===== src/rtl/gpx_pkg.sv =====
package gpx_pkg;
   localparam int BUS_W = 32;

   typedef enum logic [1:0] {
      TRIG_LOW  = 2'd0,
      TRIG_HIGH = 2'd1,
      TRIG_RISE = 2'd2,
      TRIG_FALL = 2'd3
   } trig_e;

   // byte offsets of the register window
   localparam int OFS_DRIVE = 'h00;
   localparam int OFS_DIR   = 'h04;
   localparam int OFS_PAD   = 'h08;
   localparam int OFS_TRG_L = 'h0C;
   localparam int OFS_TRG_H = 'h10;
   localparam int OFS_MASK  = 'h14;
   localparam int OFS_PEND  = 'h18;

   function automatic logic trig_hit(trig_e t, logic now, logic old);
      logic r;
      unique case (t)
         TRIG_LOW:  r = ~now;
         TRIG_HIGH: r = now;
         TRIG_RISE: r = now & ~old;
         TRIG_FALL: r = ~now & old;
      endcase
      return r;
   endfunction
endpackage


===== src/rtl/gpx_sync.sv =====
module gpx_sync #(
   parameter int W      = 32,
   parameter int STAGES = 2
) (
   input  logic         clk,
   input  logic         rst_n,
   input  logic [W-1:0] d,
   output logic [W-1:0] q
);
   if (STAGES < 2 || STAGES > 4) begin : g_bad_stages
      $error("gpx_sync: STAGES must be 2..4");
   end
   if (W < 1) begin : g_bad_width
      $error("gpx_sync: W must be positive");
   end

   logic [STAGES-1:0][W-1:0] chain;

   always_ff @(posedge clk or negedge rst_n) begin
      if (!rst_n) chain <= '0;
      else        chain <= {chain[STAGES-2:0], d};
   end

   assign q = chain[STAGES-1];
endmodule


===== src/rtl/gpx_sense.sv =====
module gpx_sense
   import gpx_pkg::*;
#(
   parameter int NPINS = 32
) (
   input  logic               clk,
   input  logic               rst_n,
   input  logic [NPINS-1:0]   lvl,
   input  logic [2*NPINS-1:0] cfg,
   output logic [NPINS-1:0]   hit
);
   logic [NPINS-1:0] prev;

   always_ff @(posedge clk or negedge rst_n) begin
      if (!rst_n) prev <= '0;
      else        prev <= lvl;
   end

   for (genvar i = 0; i < NPINS; i++) begin : g_pin
      assign hit[i] = trig_hit(trig_e'(cfg[2*i +: 2]), lvl[i], prev[i]);

      // edge codes (bit 1 set) only fire when the level moved
      AST_EDGE_NEEDS_CHANGE: assert property (@(posedge clk) disable iff (!rst_n)
         (cfg[2*i+1] && hit[i]) |-> (lvl[i] != prev[i]));
   end
endmodule


===== src/rtl/gpx_port.sv =====
module gpx_port
   import gpx_pkg::*;
#(
   parameter int NPINS       = 32,
   parameter int ADDR_W      = 8,
   parameter int SYNC_STAGES = 2
) (
   input  logic              clk,
   input  logic              rst_n,
   input  logic [ADDR_W-1:0] bus_addr,
   input  logic              bus_we,
   input  logic [BUS_W-1:0]  bus_wdata,
   output logic [BUS_W-1:0]  bus_rdata,
   input  logic [NPINS-1:0]  pad_in,
   output logic [NPINS-1:0]  pad_oe,
   output logic [NPINS-1:0]  pad_out,
   output logic              irq_lo,
   output logic              irq_hi
);
   localparam int HALF   = NPINS / 2;
   localparam int CFG_W  = 2 * HALF;
   localparam int GROUPS = 2;

   if (NPINS < 2 || NPINS > BUS_W || (NPINS % 2) != 0) begin : g_bad_npins
      $error("gpx_port: NPINS must be even and 2..32");
   end
   if (ADDR_W < 5) begin : g_bad_addr
      $error("gpx_port: ADDR_W too narrow for the register window");
   end

   logic [NPINS-1:0] r_drive, r_dir, r_mask, r_pend;
   logic [CFG_W-1:0] r_trg_l, r_trg_h;
   logic [NPINS-1:0] lvl, hit, clr, pend_en;
   logic [GROUPS-1:0] grp_irq;

   logic sel_drive, sel_dir, sel_pad, sel_trg_l, sel_trg_h, sel_mask, sel_pend;
   assign sel_drive = (bus_addr == ADDR_W'(OFS_DRIVE));
   assign sel_dir   = (bus_addr == ADDR_W'(OFS_DIR));
   assign sel_pad   = (bus_addr == ADDR_W'(OFS_PAD));
   assign sel_trg_l = (bus_addr == ADDR_W'(OFS_TRG_L));
   assign sel_trg_h = (bus_addr == ADDR_W'(OFS_TRG_H));
   assign sel_mask  = (bus_addr == ADDR_W'(OFS_MASK));
   assign sel_pend  = (bus_addr == ADDR_W'(OFS_PEND));

   gpx_sync #(.W(NPINS), .STAGES(SYNC_STAGES)) u_sync (
      .clk  (clk),
      .rst_n(rst_n),
      .d    (pad_in),
      .q    (lvl)
   );

   gpx_sense #(.NPINS(NPINS)) u_sense (
      .clk  (clk),
      .rst_n(rst_n),
      .lvl  (lvl),
      .cfg  ({r_trg_h, r_trg_l}),
      .hit  (hit)
   );

   // configuration registers
   always_ff @(posedge clk or negedge rst_n) begin
      if (!rst_n) begin
         r_drive <= '0;
         r_dir   <= '0;
         r_trg_l <= '0;
         r_trg_h <= '0;
         r_mask  <= '0;
      end else if (bus_we) begin
         if (sel_drive) r_drive <= bus_wdata[NPINS-1:0];
         if (sel_dir)   r_dir   <= bus_wdata[NPINS-1:0];
         if (sel_trg_l) r_trg_l <= bus_wdata[CFG_W-1:0];
         if (sel_trg_h) r_trg_h <= bus_wdata[CFG_W-1:0];
         if (sel_mask)  r_mask  <= bus_wdata[NPINS-1:0];
      end
   end

   // pending bits: clear by write-one, hardware set takes priority
   assign clr = (bus_we && sel_pend) ? bus_wdata[NPINS-1:0] : '0;

   always_ff @(posedge clk or negedge rst_n) begin
      if (!rst_n) r_pend <= '0;
      else        r_pend <= (r_pend & ~clr) | hit;
   end

   assign pend_en = r_pend & r_mask;

   for (genvar g = 0; g < GROUPS; g++) begin : g_grp
      assign grp_irq[g] = |pend_en[g*HALF +: HALF];
   end
   assign irq_lo = grp_irq[0];
   assign irq_hi = grp_irq[1];

   assign pad_oe  = r_dir;
   assign pad_out = r_drive;

   always_comb begin
      bus_rdata = '0;
      unique case (1'b1)
         sel_drive: bus_rdata[NPINS-1:0] = r_drive;
         sel_dir:   bus_rdata[NPINS-1:0] = r_dir;
         sel_pad:   bus_rdata[NPINS-1:0] = lvl;
         sel_trg_l: bus_rdata[CFG_W-1:0] = r_trg_l;
         sel_trg_h: bus_rdata[CFG_W-1:0] = r_trg_h;
         sel_mask:  bus_rdata[NPINS-1:0] = r_mask;
         sel_pend:  bus_rdata[NPINS-1:0] = r_pend;
         default:   bus_rdata = '0;
      endcase
   end

   // ---------------- assertions ----------------
   logic mapped;
   assign mapped = sel_drive | sel_dir | sel_pad | sel_trg_l | sel_trg_h | sel_mask | sel_pend;

   AST_PEND_STICKY: assert property (@(posedge clk) disable iff (!rst_n)
      !(bus_we && sel_pend) |=> ((r_pend & $past(r_pend)) == $past(r_pend)));
   AST_W1C_CLEARS: assert property (@(posedge clk) disable iff (!rst_n)
      (bus_we && sel_pend) |=> ((r_pend & $past(bus_wdata[NPINS-1:0] & ~hit)) == '0));
   AST_SET_WINS: assert property (@(posedge clk) disable iff (!rst_n)
      (|hit) |=> ((r_pend & $past(hit)) == $past(hit)));
   AST_PAD_RO: assert property (@(posedge clk) disable iff (!rst_n)
      (bus_we && sel_pad) |=> ($stable(r_drive) && $stable(r_dir) && $stable(r_mask)
                               && $stable(r_trg_l) && $stable(r_trg_h)));
   AST_MASK_GATES: assert property (@(posedge clk) disable iff (!rst_n)
      (r_mask == '0) |-> (!irq_lo && !irq_hi));
   AST_UNMAPPED_ZERO: assert property (@(posedge clk) disable iff (!rst_n)
      !mapped |-> (bus_rdata == '0));
endmodule


===== config.mk =====
export PLATFORM = sky130hd
export DESIGN_NAME = gpx_port
export DESIGN_NICKNAME = d
export VERILOG_FILES = /design/src/rtl/gpx_pkg.sv /design/src/rtl/gpx_sync.sv /design/src/rtl/gpx_sense.sv /design/src/rtl/gpx_port.sv
export SDC_FILE = /design/constraint.sdc
export NUM_CORES = 1
export LEC_CHECK = 0
export ABC_CLOCK_PERIOD_IN_PS = 2060
export BUFFER_PORTS_ARGS = -buffer_cell sky130_fd_sc_hd__buf_4
export CAP_MARGIN = 20
export CORE_UTILIZATION = 62
export CTS_BUF_LIST = sky130_fd_sc_hd__clkbuf_8
export DETAILED_ROUTE_END_ITERATION = 10
export GPL_TIMING_DRIVEN = 0
export HOLD_SLACK_MARGIN = 0.06
export PLACE_DENSITY = 0.87
export SKIP_LAST_GASP = 1
export SLEW_MARGIN = 10
export SYNTH_ARGS = -nofsm -noshare
export SYNTH_HDL_FRONTEND = slang
export SYNTH_HIERARCHICAL = 1
export SYNTH_SLANG_ARGS = --single-unit

===== constraint.sdc =====
create_clock -name clk -period 2.06 [get_ports clk]
set_input_delay 0.103 -clock clk [delete_from_list [all_inputs] [get_ports clk]]
set_output_delay 0.103 -clock clk [all_outputs]
set_load 0.02 [all_outputs]

Word-level counts from Yosys, hierarchy flattened

Cells that the tools add are included.

Register bits after elaboration: 288
Logic and storage cells: 318

Equality and inequality tests: 102
Muxes and demuxes: 34
Bitwise logic cells: 132
Reductions and logical operators: 41

Operators by type and width:

| operator             | number |
|---|---|
| $pmux W32 S7         | 1 |
| $eq A2 B2 Y1 const B | 64 |
| $pmux W1 S4          | 32 |
| $and A1 B1 Y1        | 64 |
| $and A32 B32 Y32     | 2 |
| $eq A2 B1 Y1 const B | 32 |
| $logic_not A2 Y1     | 32 |
| $not A1 Y1           | 64 |
| $mux W32             | 1 |
| $not A32 Y32         | 1 |
| $or A32 B32 Y32      | 1 |
| $reduce_or A16 Y1    | 2 |
| $eq A8 B5 Y1 const B | 3 |
| $eq A8 B4 Y1 const B | 2 |
| $reduce_and A2 Y1    | 5 |
| $eq A8 B3 Y1 const B | 1 |
| $logic_not A8 Y1     | 1 |
| $logic_and A1 B1 Y1  | 1 |

Logic depth before layout (Yosys ltp)

Depth in word-level cells: 6
Mapped depth: 7
Depth with buffers taken out: 4

Modules after synthesis

The synthesis kept the hierarchy.

By module, submodules not included:

| module    | instances | cells each | area an instance (sq um) |
|---|---|---|---|
| gpx_port  | 1         | 672        | 9143.8 |
| gpx_sense | 1         | 192        | 2043.2 |
| gpx_sync  | 1         | 96         | 1841.8 |

Least setup slack after synthesis

Ideal clock, no wire load.

Path type: input-to-output
Start point: in bus_addr[4]
End point: out bus_rdata[0]
Arrival: 1.627 ns
Data required time: 1.957 ns
Setup slack: 0.330 ns
Cell stages on the path: 5
Path through: buf_2 clkbuf_1 clkbuf_1 mux2i_1 o21ai_0

Cells in the longest elaborated chain, start to end: 2

RTL lines:

| item                                 | RTL line       | source |
|---|---|---|
| start, declared                      | gpx_port.sv:10 | `input logic [ADDR_W-1:0] bus_addr,` |
| $eq A8 B5 Y1 (tied with other cells) | gpx_port.sv:43 | `assign sel_pend = (bus_addr == ADDR_W'(OFS_PEND));` |
| $pmux W32 S7 (*)                     | gpx_port.sv:98 | `unique case (1'b1)` |
| end, declared                        | gpx_port.sv:13 | `output logic [BUS_W-1:0] bus_rdata,` |

Mark *: on every way between the ends. The rest lies on a longest branch, timed or not.

Worst setup path after layout

Start point: reg r_mask[13]
End point: out bus_rdata[13]

Cells in the longest elaborated chain, start to end: 1

RTL lines:

| item                   | RTL line       | source |
|---|---|---|
| start, declared        | gpx_port.sv:31 | `logic [NPINS-1:0] r_drive, r_dir, r_mask, r_pend;` |
| start signal, assigned | gpx_port.sv:73 | `if (sel_mask) r_mask <= bus_wdata[NPINS-1:0];` |
| $pmux W32 S7           | gpx_port.sv:98 |  |

Every way passes these cells.

==> metrics.cfg <==
[critical_path]
crit_fanout=2
crit_path_cell_trace=mux4_2 -> a22oi_2 -> o21ai_1 -> buf_4
cpMaxStageDelayCell=mux4_2
endpoint_kind=primary output
r2r_setup_slack_ps=590
max_stage_delay_ps=510
start_kind=flip-flop
critPathArrivalTime_ps=2010
required_ps=1960
r2r-start=r_trg_h[10]
crit_type=flip-flop to primary output
critPathLaunch=r_mask[13]

[route]
via_per_inst=6.499
wl_per_cell_um=25.33
wirelength_um=40090
top_layer_used=met5
wl_met2_um=19380
drc_errors=0
wl_met3_um=4145
firstDrtPassIters=6
met1_length_um=14600
vias=10290
ant_nets=0
first_iter_violations=939

[sta]
period_share_pct=102.4
maxSlewViolCount=0
hold_viol=0
fin_ws_ps=-48.63
skew_ps=12.45
fmax_mhz=474.2
tightest_slew_ps=714.4
finalSetupViolations=5
max_slew_margin_pct=52.37
whs_ps=93.61
rsz0062_at_grt=true
fin_crit_ps=2109

[synthesis]
yosysWarnings=6
synth-seq-cells=288
yosysTopAreaCellShare_pct=55.32
syn_inst=960
synth-seq-area-share_pct=55.32
syn_avg_cell_area_um2=13.57
netlist.top_cell.by_area=dfrtp_1
ys_top_cells_by_area=dfrtp_1 55%, mux2_1 8.7%, mux2_2 4.8%
synth_area_um2=13030
ys_types=43
syn_nets=1035

[pwr]
p_comb_share_pct=11.2
finalPower_mw=12.61
leakagePower_nw=7.804
ir_drop_mv=0.6549
p_int_mw=9.390
clock_power_share_pct=40.2
power_per_cell_area_nw_per_um2=753.2
p_sw_share_pct=25.55
seqPwrFrac_pct=48.5
p_switching_mw=3.222

[die]
fp-row-count=52
io_pins=173
die_h_um=147.0
dieArea_um2=21600
die_width_um=147.0
core_um2=20430
floorplan.initialDensity_pct=63.77

[status]
violations=setup timing
status=finished, violations left

[clock_network]
clk_pin_slew_ps=60
ctsRootBufferMaster=clkbuf_8
cts-buffers-inserted=46
numClockSinks=288
cts_tree=yes
clock_latency_ps=560
htreeDepth=2
clockBufferDepth=3

[layout]
final_cell_mix=276 x dfrtp_1, 236 x buf_4, 101 x mux2_1, 66 x dlygate4sd3_1, 65 x clkbuf_8
layout-drive-gt1-share_pct=38.08
final_common_cell=dfrtp_1
fin_area_um2=16740
syn_to_final_growth_pct=28.51
post-route-util_pct=81.96
layout.nets=1352
antenna_cells=0

[place]
io_buffers=171
place_hpwl_um=25750
placed_area_um2=14710
place_congestion=0.9209
pre_cts_slack_ps=-740.0

[global_route]
gr-total-overflow=0
grt_max_degree=112
grt_antenna_before_repair=1
grt_pass1_wl_um=59490
track_usage_pct=36.81
grt_pass1_vias=10410

[hold_path]
hp-class=input pin to flip-flop
min_from=bus_addr[6]

[job]
maxCapViolCount=0

==> registers in the layout (all words and copies together) (netlist names) <==
register / count
r_pend: 32
r_mask: 32
u_sync/q: 32
u_sense/prev: 32
pad_oe: 32
r_trg_l: 32
pad_out: 32
r_trg_h: 32
u_sync/chain: 32
==> metrics by stage <==
step                      instances  TNS [ps]
after floorplan                 960         0
after global placement         1401   -483110
after detailed placement       1403    -49670
after CTS                      1565    -136.2
after global routing           1583    -544.4
final                          1583    -102.6
==> layer usage <==
layer / GRT usage, % / vias to the layer above
li1: - / 4248
met1: 46.39 / 5178
met2: 59.48 / 696
met3: 8.292 / 164
met4: 20.26 / 2
met5: 0 / -
==> synthesized netlist by cell type <==
cell type / n
nor2_1: 3
mux2_4: 20
o221ai_1: 2
nand2_1: 36
mux2_2: 56
and3_1: 2
a21oi_1: 1
and4_1: 1
a22o_1: 8
nand3_1: 32
o22a_1: 16
mux2_1: 101
buf_2: 20
and4bb_1: 1
and2_1: 1
nand4_2: 1
nor4_4: 1
nor3b_4: 1
nor3_1: 2
a21o_1: 32
mux2i_1: 32
o21ai_1: 2
a22oi_1: 47
or3b_1: 31
nand3b_1: 3
o21ba_2: 32
buf_6: 3
nand2b_1: 33
a221oi_1: 10
dfrtp_1: 288
clkbuf_1: 17
nor2b_1: 4
or3_1: 1
o21ai_0: 28
nor3_2: 1
buf_1: 5
nand2_2: 1
mux4_2: 13
a32oi_1: 34
or4b_2: 1
nor4b_1: 1
buf_4: 33
nand4_1: 3
==> kinds of logic (layout without fill, tap and decap cells) <==
family | count (synthesis) | count (layout) | synth area share (%)
flops | 288 | 288 | 55.32
mux | 222 | 222 | 20.58
buf+inv | 78 | 431 | 3.563
compound gates | 212 | 212 | 12.91
simple gates | 160 | 160 | 7.635
==> repair_timing <==
action	in CTS	in global routing
setup endpoints to repair	34	33
setup buffers	12	18
gates resized for setup	51	32
hold buffers	66	0
pin swaps	5	4
hold endpoints to repair	307	0
gates cloned	0	0
==> power by group through the flow <==
stage | clock, mW | sequential (mW) | combinational (mW)
after floorplan | 0 | 6.22 | 0.541
after global placement | 0 | 6.20 | 1.14
after detailed placement | 0 | 6.22 | 1.19
after CTS | 5.06 | 6.12 | 1.34
after global routing | 5.36 | 6.14 | 1.50
final | 5.07 | 6.12 | 1.42
==> critical path, delay by kind of cell (launching register included) <==
family	cells	cell delay, ps
buffers and inverters	1	230
muxes	1	510
AOI/OAI and AO/OA	2	310
DFF	1	410
==> final timing paths <==
kind | depth (start not counted) | endpoint
worst max register to register | 3 | r_pend[21]
worst min-delay path | 4 | r_trg_h[0]
max in group asynchronous | 3 | r_trg_h[30]
min in group asynchronous | 2 | u_sense/prev[3]
worst min register to register | 0 | u_sync/q[0]
worst max-delay path | 4 | bus_rdata[13]
==> layout make-up <==
class / count / area (µm²)
sequential: 288 / 7222
multi-input combinational: 594 / 5455
fill: 1072 / 3686
timing repair buffer: 269 / 2240
clock buffer: 65 / 894.6
buffer: 78 / 515.5
tap: 270 / 337.8
clock inverter: 19 / 78.83
Note: power is estimated with default switching activity, not from simulation.
